**config.mk**
```make
export PLATFORM = sky130hd
export DESIGN_NAME = ptr_aux_unit
export DESIGN_NICKNAME = d
export VERILOG_FILES = /design/src/rtl/ptr_aux_pkg.sv /design/src/rtl/paux_file.sv /design/src/rtl/paux_pcreg.sv /design/src/rtl/ptr_aux_unit.sv
export SDC_FILE = /design/constraint.sdc
export NUM_CORES = 1
export LEC_CHECK = 0
export CAP_MARGIN = 20
export CORE_MARGIN = 8
export CORE_UTILIZATION = 50
export CTS_CLUSTER_DIAMETER = 40
export DETAILED_ROUTE_END_ITERATION = 10
export GPL_ROUTABILITY_DRIVEN = 0
export GPL_TIMING_DRIVEN = 0
export PLACE_DENSITY = 0.69
export RECOVER_POWER = 50
export SYNTH_ARGS = -nofsm -noshare
export SYNTH_HDL_FRONTEND = slang
export SYNTH_HIERARCHICAL = 1
export SYNTH_SLANG_ARGS = --single-unit
```
**constraint.sdc**
```tcl
create_clock -name clk -period 3.07 [get_ports clk]
set_clock_uncertainty 0.15 [all_clocks]
set_input_delay 0.307 -clock clk [delete_from_list [all_inputs] [get_ports clk]]
set_output_delay 0.307 -clock clk [all_outputs]
set_load 0.03 [all_outputs]
```
**src/rtl/ptr_aux_pkg.sv**
```systemverilog
package ptr_aux_pkg;

    localparam int PC_W   = 16;
    localparam int NIB_W  = 4;
    localparam int NFLD   = PC_W / NIB_W;
    localparam int FSEL_W = $clog2(NFLD);

    typedef logic [PC_W-1:0]  word_t;
    typedef logic [NIB_W-1:0] nib_t;

    typedef enum logic [3:0] {
        OP_NONE  = 4'd0,
        OP_LOAD  = 4'd1,
        OP_SV_0  = 4'd2,
        OP_SV_P1 = 4'd3,
        OP_SV_M1 = 4'd4,
        OP_SV_P2 = 4'd5,
        OP_SV_M2 = 4'd6,
        OP_SW_0  = 4'd7,
        OP_SW_P1 = 4'd8,
        OP_SW_M1 = 4'd9,
        OP_SW_P2 = 4'd10,
        OP_SW_M2 = 4'd11
    } op_e;

    typedef enum logic [1:0] {
        STEP_NONE = 2'd0,
        STEP_UP   = 2'd1,
        STEP_DOWN = 2'd2,
        STEP_IDLE = 2'd3
    } step_e;

    typedef struct packed {
        logic  pc_from_aux;
        logic  aux_from_pc;
        word_t delta;
    } dec_t;

    function automatic dec_t op_decode(logic [3:0] code);
        dec_t d;
        d = '{pc_from_aux: 1'b0, aux_from_pc: 1'b0, delta: '0};
        case (code)
            OP_LOAD:  d.pc_from_aux = 1'b1;
            OP_SV_0:  d.aux_from_pc = 1'b1;
            OP_SV_P1: begin d.aux_from_pc = 1'b1; d.delta = word_t'(1); end
            OP_SV_M1: begin d.aux_from_pc = 1'b1; d.delta = '1; end
            OP_SV_P2: begin d.aux_from_pc = 1'b1; d.delta = word_t'(2); end
            OP_SV_M2: begin d.aux_from_pc = 1'b1; d.delta = ~word_t'(1); end
            OP_SW_0:  begin d.pc_from_aux = 1'b1; d.aux_from_pc = 1'b1; end
            OP_SW_P1: begin d.pc_from_aux = 1'b1; d.aux_from_pc = 1'b1; d.delta = word_t'(1); end
            OP_SW_M1: begin d.pc_from_aux = 1'b1; d.aux_from_pc = 1'b1; d.delta = '1; end
            OP_SW_P2: begin d.pc_from_aux = 1'b1; d.aux_from_pc = 1'b1; d.delta = word_t'(2); end
            OP_SW_M2: begin d.pc_from_aux = 1'b1; d.aux_from_pc = 1'b1; d.delta = ~word_t'(1); end
            default:  ;
        endcase
        return d;
    endfunction

    function automatic nib_t field_next(nib_t cur, logic is_low, logic [1:0] step,
                                        logic hit, nib_t wdata);
        nib_t n;
        n = cur;
        if (is_low && step == STEP_UP)   n = cur + nib_t'(1);
        if (is_low && step == STEP_DOWN) n = cur - nib_t'(1);
        if (hit) n = wdata;
        return n;
    endfunction

endpackage

```
**src/rtl/paux_file.sv**
```systemverilog
module paux_file
    import ptr_aux_pkg::*;
#(
    parameter int DEPTH = 16,
    localparam int IDX_W = $clog2(DEPTH)
) (
    input  logic             clk,
    input  logic             rst,
    input  logic             we,
    input  logic [IDX_W-1:0] idx,
    input  word_t            wdata,
    output word_t            rdata
);
    word_t mem [DEPTH];

    always_ff @(posedge clk) begin
        if (rst) begin
            for (int i = 0; i < DEPTH; i++) mem[i] <= '0;
        end else if (we) begin
            mem[idx] <= wdata;
        end
    end

    assign rdata = mem[idx];
endmodule

```
**src/rtl/paux_pcreg.sv**
```systemverilog
module paux_pcreg
    import ptr_aux_pkg::*;
(
    input  logic              clk,
    input  logic              rst,
    input  logic              load,
    input  word_t             load_val,
    input  logic              fld_we,
    input  logic [FSEL_W-1:0] fld_sel,
    input  nib_t              fld_data,
    input  logic [1:0]        step,
    input  logic [FSEL_W-1:0] rd_sel,
    output word_t             pc,
    output nib_t              rd_nib
);
    word_t pc_q;
    word_t nib_path;

    for (genvar f = 0; f < NFLD; f++) begin : g_fld
        assign nib_path[f*NIB_W +: NIB_W] =
            field_next(pc_q[f*NIB_W +: NIB_W], (f == 0), step,
                       fld_we && (fld_sel == FSEL_W'(f)), fld_data);
    end

    always_ff @(posedge clk) begin
        if (rst)       pc_q <= '0;
        else if (load) pc_q <= load_val;
        else           pc_q <= nib_path;
    end

    assign pc     = pc_q;
    assign rd_nib = pc_q[rd_sel*NIB_W +: NIB_W];
endmodule

```
**src/rtl/ptr_aux_unit.sv**
```systemverilog
module ptr_aux_unit
    import ptr_aux_pkg::*;
#(
    parameter int AUX_DEPTH = 16,
    localparam int IDX_W = $clog2(AUX_DEPTH)
) (
    input  logic              clk,
    input  logic              rst,
    input  logic [3:0]        op_i,
    input  logic [IDX_W-1:0]  idx_i,
    input  logic              fld_we_i,
    input  logic [FSEL_W-1:0] fld_sel_i,
    input  logic [NIB_W-1:0]  fld_data_i,
    input  logic [1:0]        step_i,
    input  logic [FSEL_W-1:0] rd_sel_i,
    output logic [PC_W-1:0]   pc_o,
    output logic [NIB_W-1:0]  rd_nib_o
);
    dec_t  dec;
    word_t aux_rd;
    word_t pc_cur;
    word_t aux_wdata;

    assign dec       = op_decode(op_i);
    assign aux_wdata = pc_cur + dec.delta;

    paux_file #(.DEPTH(AUX_DEPTH)) u_file (
        .clk   (clk),
        .rst   (rst),
        .we    (dec.aux_from_pc),
        .idx   (idx_i),
        .wdata (aux_wdata),
        .rdata (aux_rd)
    );

    paux_pcreg u_pc (
        .clk      (clk),
        .rst      (rst),
        .load     (dec.pc_from_aux),
        .load_val (aux_rd),
        .fld_we   (fld_we_i),
        .fld_sel  (fld_sel_i),
        .fld_data (fld_data_i),
        .step     (step_i),
        .rd_sel   (rd_sel_i),
        .pc       (pc_cur),
        .rd_nib   (rd_nib_o)
    );

    assign pc_o = pc_cur;
endmodule

```
======== Word level (Yosys, flattened, before mapping) ========
Memory sizes are Yosys's and may differ from the RTL's.
Index checks and enable logic that the tools add are counted.
word-level totals
  register bits after elaboration ......... 16
  bits in latches ......................... 0
  RAM bits ................................ 256
  bits in read-only memories .............. 0
  output and inout bits ................... 20
  word-level logic and storage cells ...... 59
  memories kept ........................... 1
cells by class
  add/sub/neg operators ................... 3
  multiply operators ...................... 0
  divide/modulo/power cells ............... 0
  $lt $le $gt $ge ......................... 0
  eq/ne operators ......................... 16
  shift-type cells ........................ 1
  muxes and demuxes ....................... 18
  bitwise logic cells ..................... 0
  reduce and logical (&&, ||, !) cells .... 16
memories
  name        depth  bits a word  read ports  clocked after Yosys merged registers in  wr ports  RTL line         text
  u_file.mem  16     16           1           0                                        16        paux_file.sv:14  word_t mem [DEPTH];
operator list
  operator                                                            count
  16-bit case mux with 4 select lines                                 1
  16-bit two-way mux                                                  2
  4-bit two-way mux                                                   7
  16-bit adder                                                        1
  4-bit by 3-bit == test with 1-bit output, second input constant     4
  4-bit == test, second input constant                                4
  16-bit OR reduction                                                 1
  16-bit by 5-bit indexed part select with 4-bit output               1
  10-bit OR reduction                                                 1
  4-bit by 2-bit == test with 1-bit output, second input constant     2
  1-bit two-way mux                                                   8
  2-bit OR reduction                                                  4
  2-bit == test, second input constant                                3
  2-bit nonzero test                                                  3
  6-bit OR reduction                                                  1
  4-bit by 1-bit adder with 4-bit output, second input constant       1
  2-bit by 1-bit == test with 1-bit output, second input constant     2
  4-bit by 1-bit == test with 1-bit output, second input constant     1
  1-bit logical AND                                                   4
  4-bit nonzero test                                                  1
  4-bit by 1-bit subtractor with 4-bit output, second input constant  1
  2-bit logical NOT                                                   1

======== Longest topological paths before layout ========
Gate-level depths: netlist of run 1.
  depth in word-level cells ............... 8
  gate-level depth with buffers ........... 14
  depth with buffers taken out ............ 13

======== Modules after synthesis ========
The synthesis of run 1 kept the hierarchy.
by module, submodules not included
  module        times used  cells each  area an instance (sq um)  seq. area each (sq um)
  paux_file     1           724         11576.1                   7687.4
  paux_pcreg    1           111         980.9                     320.3
  ptr_aux_unit  1           114         833.3                     0.0

======== Least setup slack after synthesis of run 1 ========
Ideal clock, no wire load.
  kind .................................... input to register
  start ................................... input port op_i[2]
  end ..................................... memory u_file/mem[10][12] (netlist bit) (data pin)
  setup time .............................. 0.131 ns
  data arrival time ....................... 2.754 ns
  data required time ...................... 2.789 ns
  slack ................................... 0.035 ns
  stages .................................. 14
  buffers on the path ..................... 1
  path through ............................ nor2b_1 > and2b_1 > nor2_1 > o32ai_1 > ha_1 > inv_1 > fa_1 > nand2b_1 > a21oi_2 > nor2_1 > o31ai_2 > xor2_1 > clkbuf_1 > and2_1
RTL lines
  what                RTL line           text
  start: declaration  ptr_aux_unit.sv:9  input logic [3:0] op_i,
  end: declaration    paux_file.sv:14

==> metrics.txt, run 1 <==
status finished clean; Max-cap violations 0; WL final 31100 um; Post-synth EDFFs 256; IO Port Bufs 38; Wirelength per Cell 22.3 um; Final nets between 1000 and 1500; final cell count without fillers between 1000 and 1500; pin count of the biggest net entering global routing 17; Die Y-Extent 180 um; 1st-iter DRT viols 614; synth warn 6; endpoints failing setup 0; via count 7907; post-synthesis sequential area ratio 59.8%; Max Clk Rate 333 MHz; Power Density 622 nW/um2; Avg Cell Area, Syn around 14 um2; Tcrit/Tclk final 97.7%; total CTS buffers 34; Core Area 26700 um2; final core occ between 50% and 60%; Mapped Nets between 900 and 1000; minimum clock period ~3.0 ns; vias per std cell 5.67; Gate Count Post-Synth ~950; Worst Path Required 3.05 ns; # H-tree levels 2; setup TNS 0 ns; Least-Margin Pin Slew between 0.9 and 1 ns; fraction of registers with async set/reset 0%; Hold Violations, Final 0; Worst EP arrival 2.98 ns; clk buf depth 3; CP max FO 16; Synth area leader edfxtp_1; tightest hold margin 0.370 ns; Mapped Area between 10000 and 15000 um2; main flop type after synthesis edfxtp_1; # fillers 2028; hold buffers post-CTS 0; first-pass GRT wire length 47100 um; LEAKAGE 5.87 nW; Root Buffer clkbuf_16; top-area cell type share of the netlist area 57.4%; die width 180 um; Clock transition at path regs about 0.05 ns; Reg area 8010 um2; number of global-route vias before repair around 8000; I/O pin count 41; fraction of layout instances using a drive strength above 1 20.6%; Area growth syn-to-layout 16.7%; grt total ovfl 0; Distinct cells, synth between 50 and 60; count leader, synth and2_1; Clock Sinks 272; Clock Latency Late Sink roughly 0.51 ns; Slew headroom between 30 and 40%; hold crit path type primary input to flop; DRT Pass-1 Iters 4; Final HPWL DP around 21000 um; Die ar. approximately 32000 um2; post-route ant nets 0; initial antenna violation count 0; Crit Path Class primary input to flop; ANT cells 0; Core Rows 60; synth top area cells edfxtp_1 57%, and2_1 12%, mux4_2 11%; #FFs+latches synth 272; multi-input combinational cell area 5200 um2; Starting Density between 50% and 60%; fin. max-slew vios 0; top cells by count, synth 257 x and2_1, 256 x edfxtp_1, 68 x mux4_2; GR Util All Layers 19.0%; DRC viols 0; Worst setup EP type flop; VDD IR max approximately 340 uV; Cells after DPL 1328; CTS tree done; CP Launch Type primary input
final timing paths:
path	start	endpoint	slack [ns]	depth (start not counted)
setup reg to reg	u_pc/pc[0]$_SDFFE_PP0P_	u_file/mem[7][8]$_SDFFCE_PN0P_	0.13	10
hold reg to reg	u_pc/pc[3]$_SDFFE_PP0P_	u_pc/pc[3]$_SDFFE_PP0P_	0.53	2
hold / removal	op_i[2]	u_pc/pc[8]$_SDFFE_PP0P_	0.37	6
setup / recovery	op_i[1]	u_file/mem[1][9]$_SDFFCE_PN0P_	0.07	6
routing by layer:
metal	routed length, um	GRT usage, %
met1	13300	24.9
met5	0	0
met4	891	6.84
met2	15600	32.1
met3	1390	2.66
timing repair:
item / CTS / global route
resized for setup: 35 / 23
endpoints found under the setup margin: 196 / 114
buffers inserted: 3 / 4
pin swaps: 5 / 4
cell usage in the layout, fill, tap and decap left out, types with 16 or more instances in the layout:
cell and instances:
dfxtp_1 16, dlygate4sd3_1 20, nand2_1 59, a22oi_1 32, a21oi_1 26, clkbuf_1 39
mux4_2 68, and2_1 228, and2_0 29, edfxtp_1 256, clkbuf_16 35, nor2_1 25
layout make-up:
class	count	share of cell area, %
Buffer	64	1.95
Clock buffer	37	5.72
Clock inverter	22	2.19
Inverter	8	0.192
Multi-Input combinational cell	605	33.3
Sequential cell	272	51.2
Tap cell	341	2.73
Timing Repair Buffer	45	2.68
kinds of logic after synthesis:
group                      synth area share [%]
AOI/OAI and AO/OA                          5.00
DFF                                        59.8
xor gates and xnor gates                   1.18
and+or+nand+nor                            17.3
buffers and inverters                      2.32
adders and majority gates                  1.64
muxes                                      12.7
critical path, cell delays in order:
cell,delay [ns]
dlygate4sd2_1,0.32
nor3_1,0.09
a21oi_1,0.49
or4b_1,0.64
nor2_1,0.57
or2_2,0.56
sequential cells by signal (all words and copies together) (netlist names):
name and cells:
u_file/mem 256, u_pc/pc 16
power breakdown:
| group | internal (mW) | leakage, nW | switching (mW) |
|---|---|---|---|
| clock | 2.85 | 0.610 | 1.50 |
| sequential | 4.22 | 2.78 | 0.0684 |
| combinational | 0.405 | 2.47 | 0.678 |
stage by stage:
stage / power, mW / area (um2) / setup WS, ns
3_3_place_gp: 5.38 / 14200 / -1.35
3_5_place_dp: 5.40 / 14200 / -1.46
2_1_floorplan: 5.01 / 13400 / 0.0350
4_1_cts: 9.77 / 15600 / 0.00630
5_1_grt: 10.0 / 15600 / -0.000489
6_report: 9.72 / 15600 / 0.0715
Note: power is estimated with default switching activity, not from simulation.
==> run 2: changes to the inputs <==
--- a/config.mk
+++ b/config.mk
@@ -6,6 +6,7 @@
 export NUM_CORES = 1
 export LEC_CHECK = 0
 export CAP_MARGIN = 20
+export CORE_ASPECT_RATIO = 0.9
 export CORE_MARGIN = 8
 export CORE_UTILIZATION = 50
 export CTS_CLUSTER_DIAMETER = 40
==> run 2 against run 1 <==
  * Global-route usage rose by 0.63 points
  * Sequential power barely moved
  * Fmax rose by 2.1%
  * Cell count rose by 1.3%
  * Utilization rose by 0.054 points
  * Combinational power barely moved
  * First-iteration DRC count rose by 21%
  * Worst hold slack got worse by 0.0086 ns
  * Via count rose by 1.1%
  * Register-to-register slack barely moved
  * Largest power group is now registers
==> metrics.txt, run 2 (synthesis gave the netlist of run 1 again) <==
status finished clean (unchanged); Final nets 1069 (was 1068); Int Pwr 7.33 mW (was 7.48 mW); DRT Pass-1 Iters 5 (was 4); Core Rows 57 (was 60); setup TNS 0 ns (unchanged); DRC viols 0 (unchanged); final core occ 58.7% (was 58.6%); endpoints failing setup 0 (unchanged); ANT cells 0 (unchanged); Max Clk Rate 340 MHz (was 333 MHz); Area growth syn-to-layout 16.9% (was 16.7%); # fillers 2095 (was 2028); Area after DPL 14200 um2 (about the same); fraction of layout instances using a drive strength above 1 20.1% (was 20.6%); Worst EP arrival 3.05 ns (was 2.98 ns); post-route cell area 15700 um2 (was 15600 um2); post-route ant nets 0 (unchanged); CTS tree done (unchanged); Worst Path Required 3.18 ns (was 3.05 ns); WL final 31500 um (was 31100 um); Final HPWL DP 21900 um (was 21400 um); Clock transition at path regs 0.05 ns (about the same); Tcrit/Tclk final 95.7% (was 97.7%); grt total ovfl 0 (unchanged); most frequent cells in the layout 256 x edfxtp_1, 217 x and2_1, 68 x mux4_2 (was 256 x edfxtp_1, 228 x and2_1, 68 x mux4_2); Clock Latency Late Sink 0.51 ns (about the same); Reg power frac 44.4% (was 44.1%); CP Launch Type flop (was primary input); fin. max-slew vios 0 (unchanged); Clock Sinks 272 (unchanged); vias per std cell 5.66 (was 5.67); Starting Density 50.2% (about the same); Worst setup EP type flop (unchanged); pin count of the biggest net entering global routing 17 (unchanged); initial antenna violation count 0 (unchanged); CP max FO 10 (was 16); minimum clock period 2.94 ns (was 3.00 ns); Least-Margin Pin Slew 1.05 ns (was 0.923 ns); reg2reg setup slack 0.13 ns (about the same); VDD IR max 324 uV (was 344 uV); 1st-iter DRT viols 741 (was 614); GR Util All Layers 19.6% (was 19.0%); most common cell after layout, fill and taps aside edfxtp_1 (unchanged); Logic pwr share 11.2% (was 11.1%); Slew headroom 29.5% (was 38.0%); total CTS buffers 37 (was 34); P_sw 2.32 mW (was 2.24 mW); via count 7996 (was 7907); clk buf depth 3 (unchanged); Crit Path Class flop to flop (was primary input to flop); Hold Violations, Final 0 (unchanged); first-pass GRT wire length 48200 um (was 47100 um); hold buffers post-CTS 0 (unchanged); most flop-heavy register u_file/mem (unchanged); clock share of power 44.3% (was 44.8%); Die Y-Extent 171 um (was 180 um); # H-tree levels 2 (unchanged); number of global-route vias before repair 8072 (was 7996); die width 189 um (was 180 um); Core Area 26700 um2 (about the same); hold crit path type primary input to flop (unchanged); LEAKAGE 5.82 nW (was 5.87 nW); Die ar. 32300 um2 (about the same); Root Buffer clkbuf_16 (unchanged); RSZ-0062 raised after global routing no; Wirelength per Cell 22.3 um (about the same); I/O pin count 41 (unchanged); max reg flops 256 (unchanged); IO Port Bufs 38 (unchanged); Power Density 617 nW/um2 (was 622 nW/um2); Max-cap violations 0 (unchanged); Sw Share 24.1% (was 23.1%)
[run 2: worst max-delay path, cell delays in order (launching register included)]
cell and delay [ns]:
dfxtp_1 0.53, ha_1 0.26, inv_1 0.08, fa_2 0.38, nand2b_4 0.17, a21oi_4 0.19, nor2_4 0.09, o31ai_4 0.26
xor2_2 0.09, buf_4 0.17, clkbuf_4 0.18, and2_1 0.14
[run 2: area by class of cell]
cell class	instances	area, um2	share of cell area (%)
Sequential cell	272	8010	51.2
Tap cell	354	443	2.83
Clock inverter	20	258	1.65
Inverter	8	30.0	0.192
Timing Repair Buffer	43	405	2.59
Buffer	64	298	1.90
Multi-Input combinational cell	605	5230	33.4
Clock buffer	46	981	6.27
[run 2: worst paths after layout]
check | start | to | cells past startpoint
worst max-delay path | u_pc/pc[0]$_SDFFE_PP0P_ | u_file/mem[9][14]$_SDFFCE_PN0P_ | 11
worst min-delay path | op_i[3] | u_pc/pc[14]$_SDFFE_PP0P_ | 6
worst max register to register | u_pc/pc[0]$_SDFFE_PP0P_ | u_file/mem[9][14]$_SDFFCE_PN0P_ | 11
worst min register to register | u_pc/pc[3]$_SDFFE_PP0P_ | u_pc/pc[3]$_SDFFE_PP0P_ | 2
[run 2: routing by layer]
metal	routed length, um	part of all wire, %	track usage, %
met5	0	0	0
met4	871	2.8	6.62
met3	1740	5.5	2.94
met2	14900	47	31.2
met1	14000	44	27.6
[run 2: power groups by stage]
stage / sequential (mW) / clock, mW / combinational (mW)
finish: 4.29 / 4.28 / 1.09
global placement: 4.36 / 0 / 1.02
detailed placement: 4.36 / 0 / 1.04
floorplan: 4.37 / 0 / 0.640
CTS: 4.29 / 4.35 / 1.09
global route: 4.30 / 4.48 / 1.17
[run 2: through the flow]
step                instances  worst slack (ns)  total power [mW]  hold WS (ns)
global route             1412            0.0132              9.95         0.409
detailed placement       1341             -1.42              5.40         0.490
finish                   1412             0.132              9.65         0.361
CTS                      1411            0.0181              9.73         0.293
floorplan                 949            0.0350              5.01         0.371
global placement         1341             -1.38              5.38         0.487
[run 2: timing repair]
item | in CTS | in global routing
gates resized for setup | 41 | 12
buffers inserted | 4 | 1
endpoints found under the setup margin | 190 | 77
pin swaps | 7 | 4
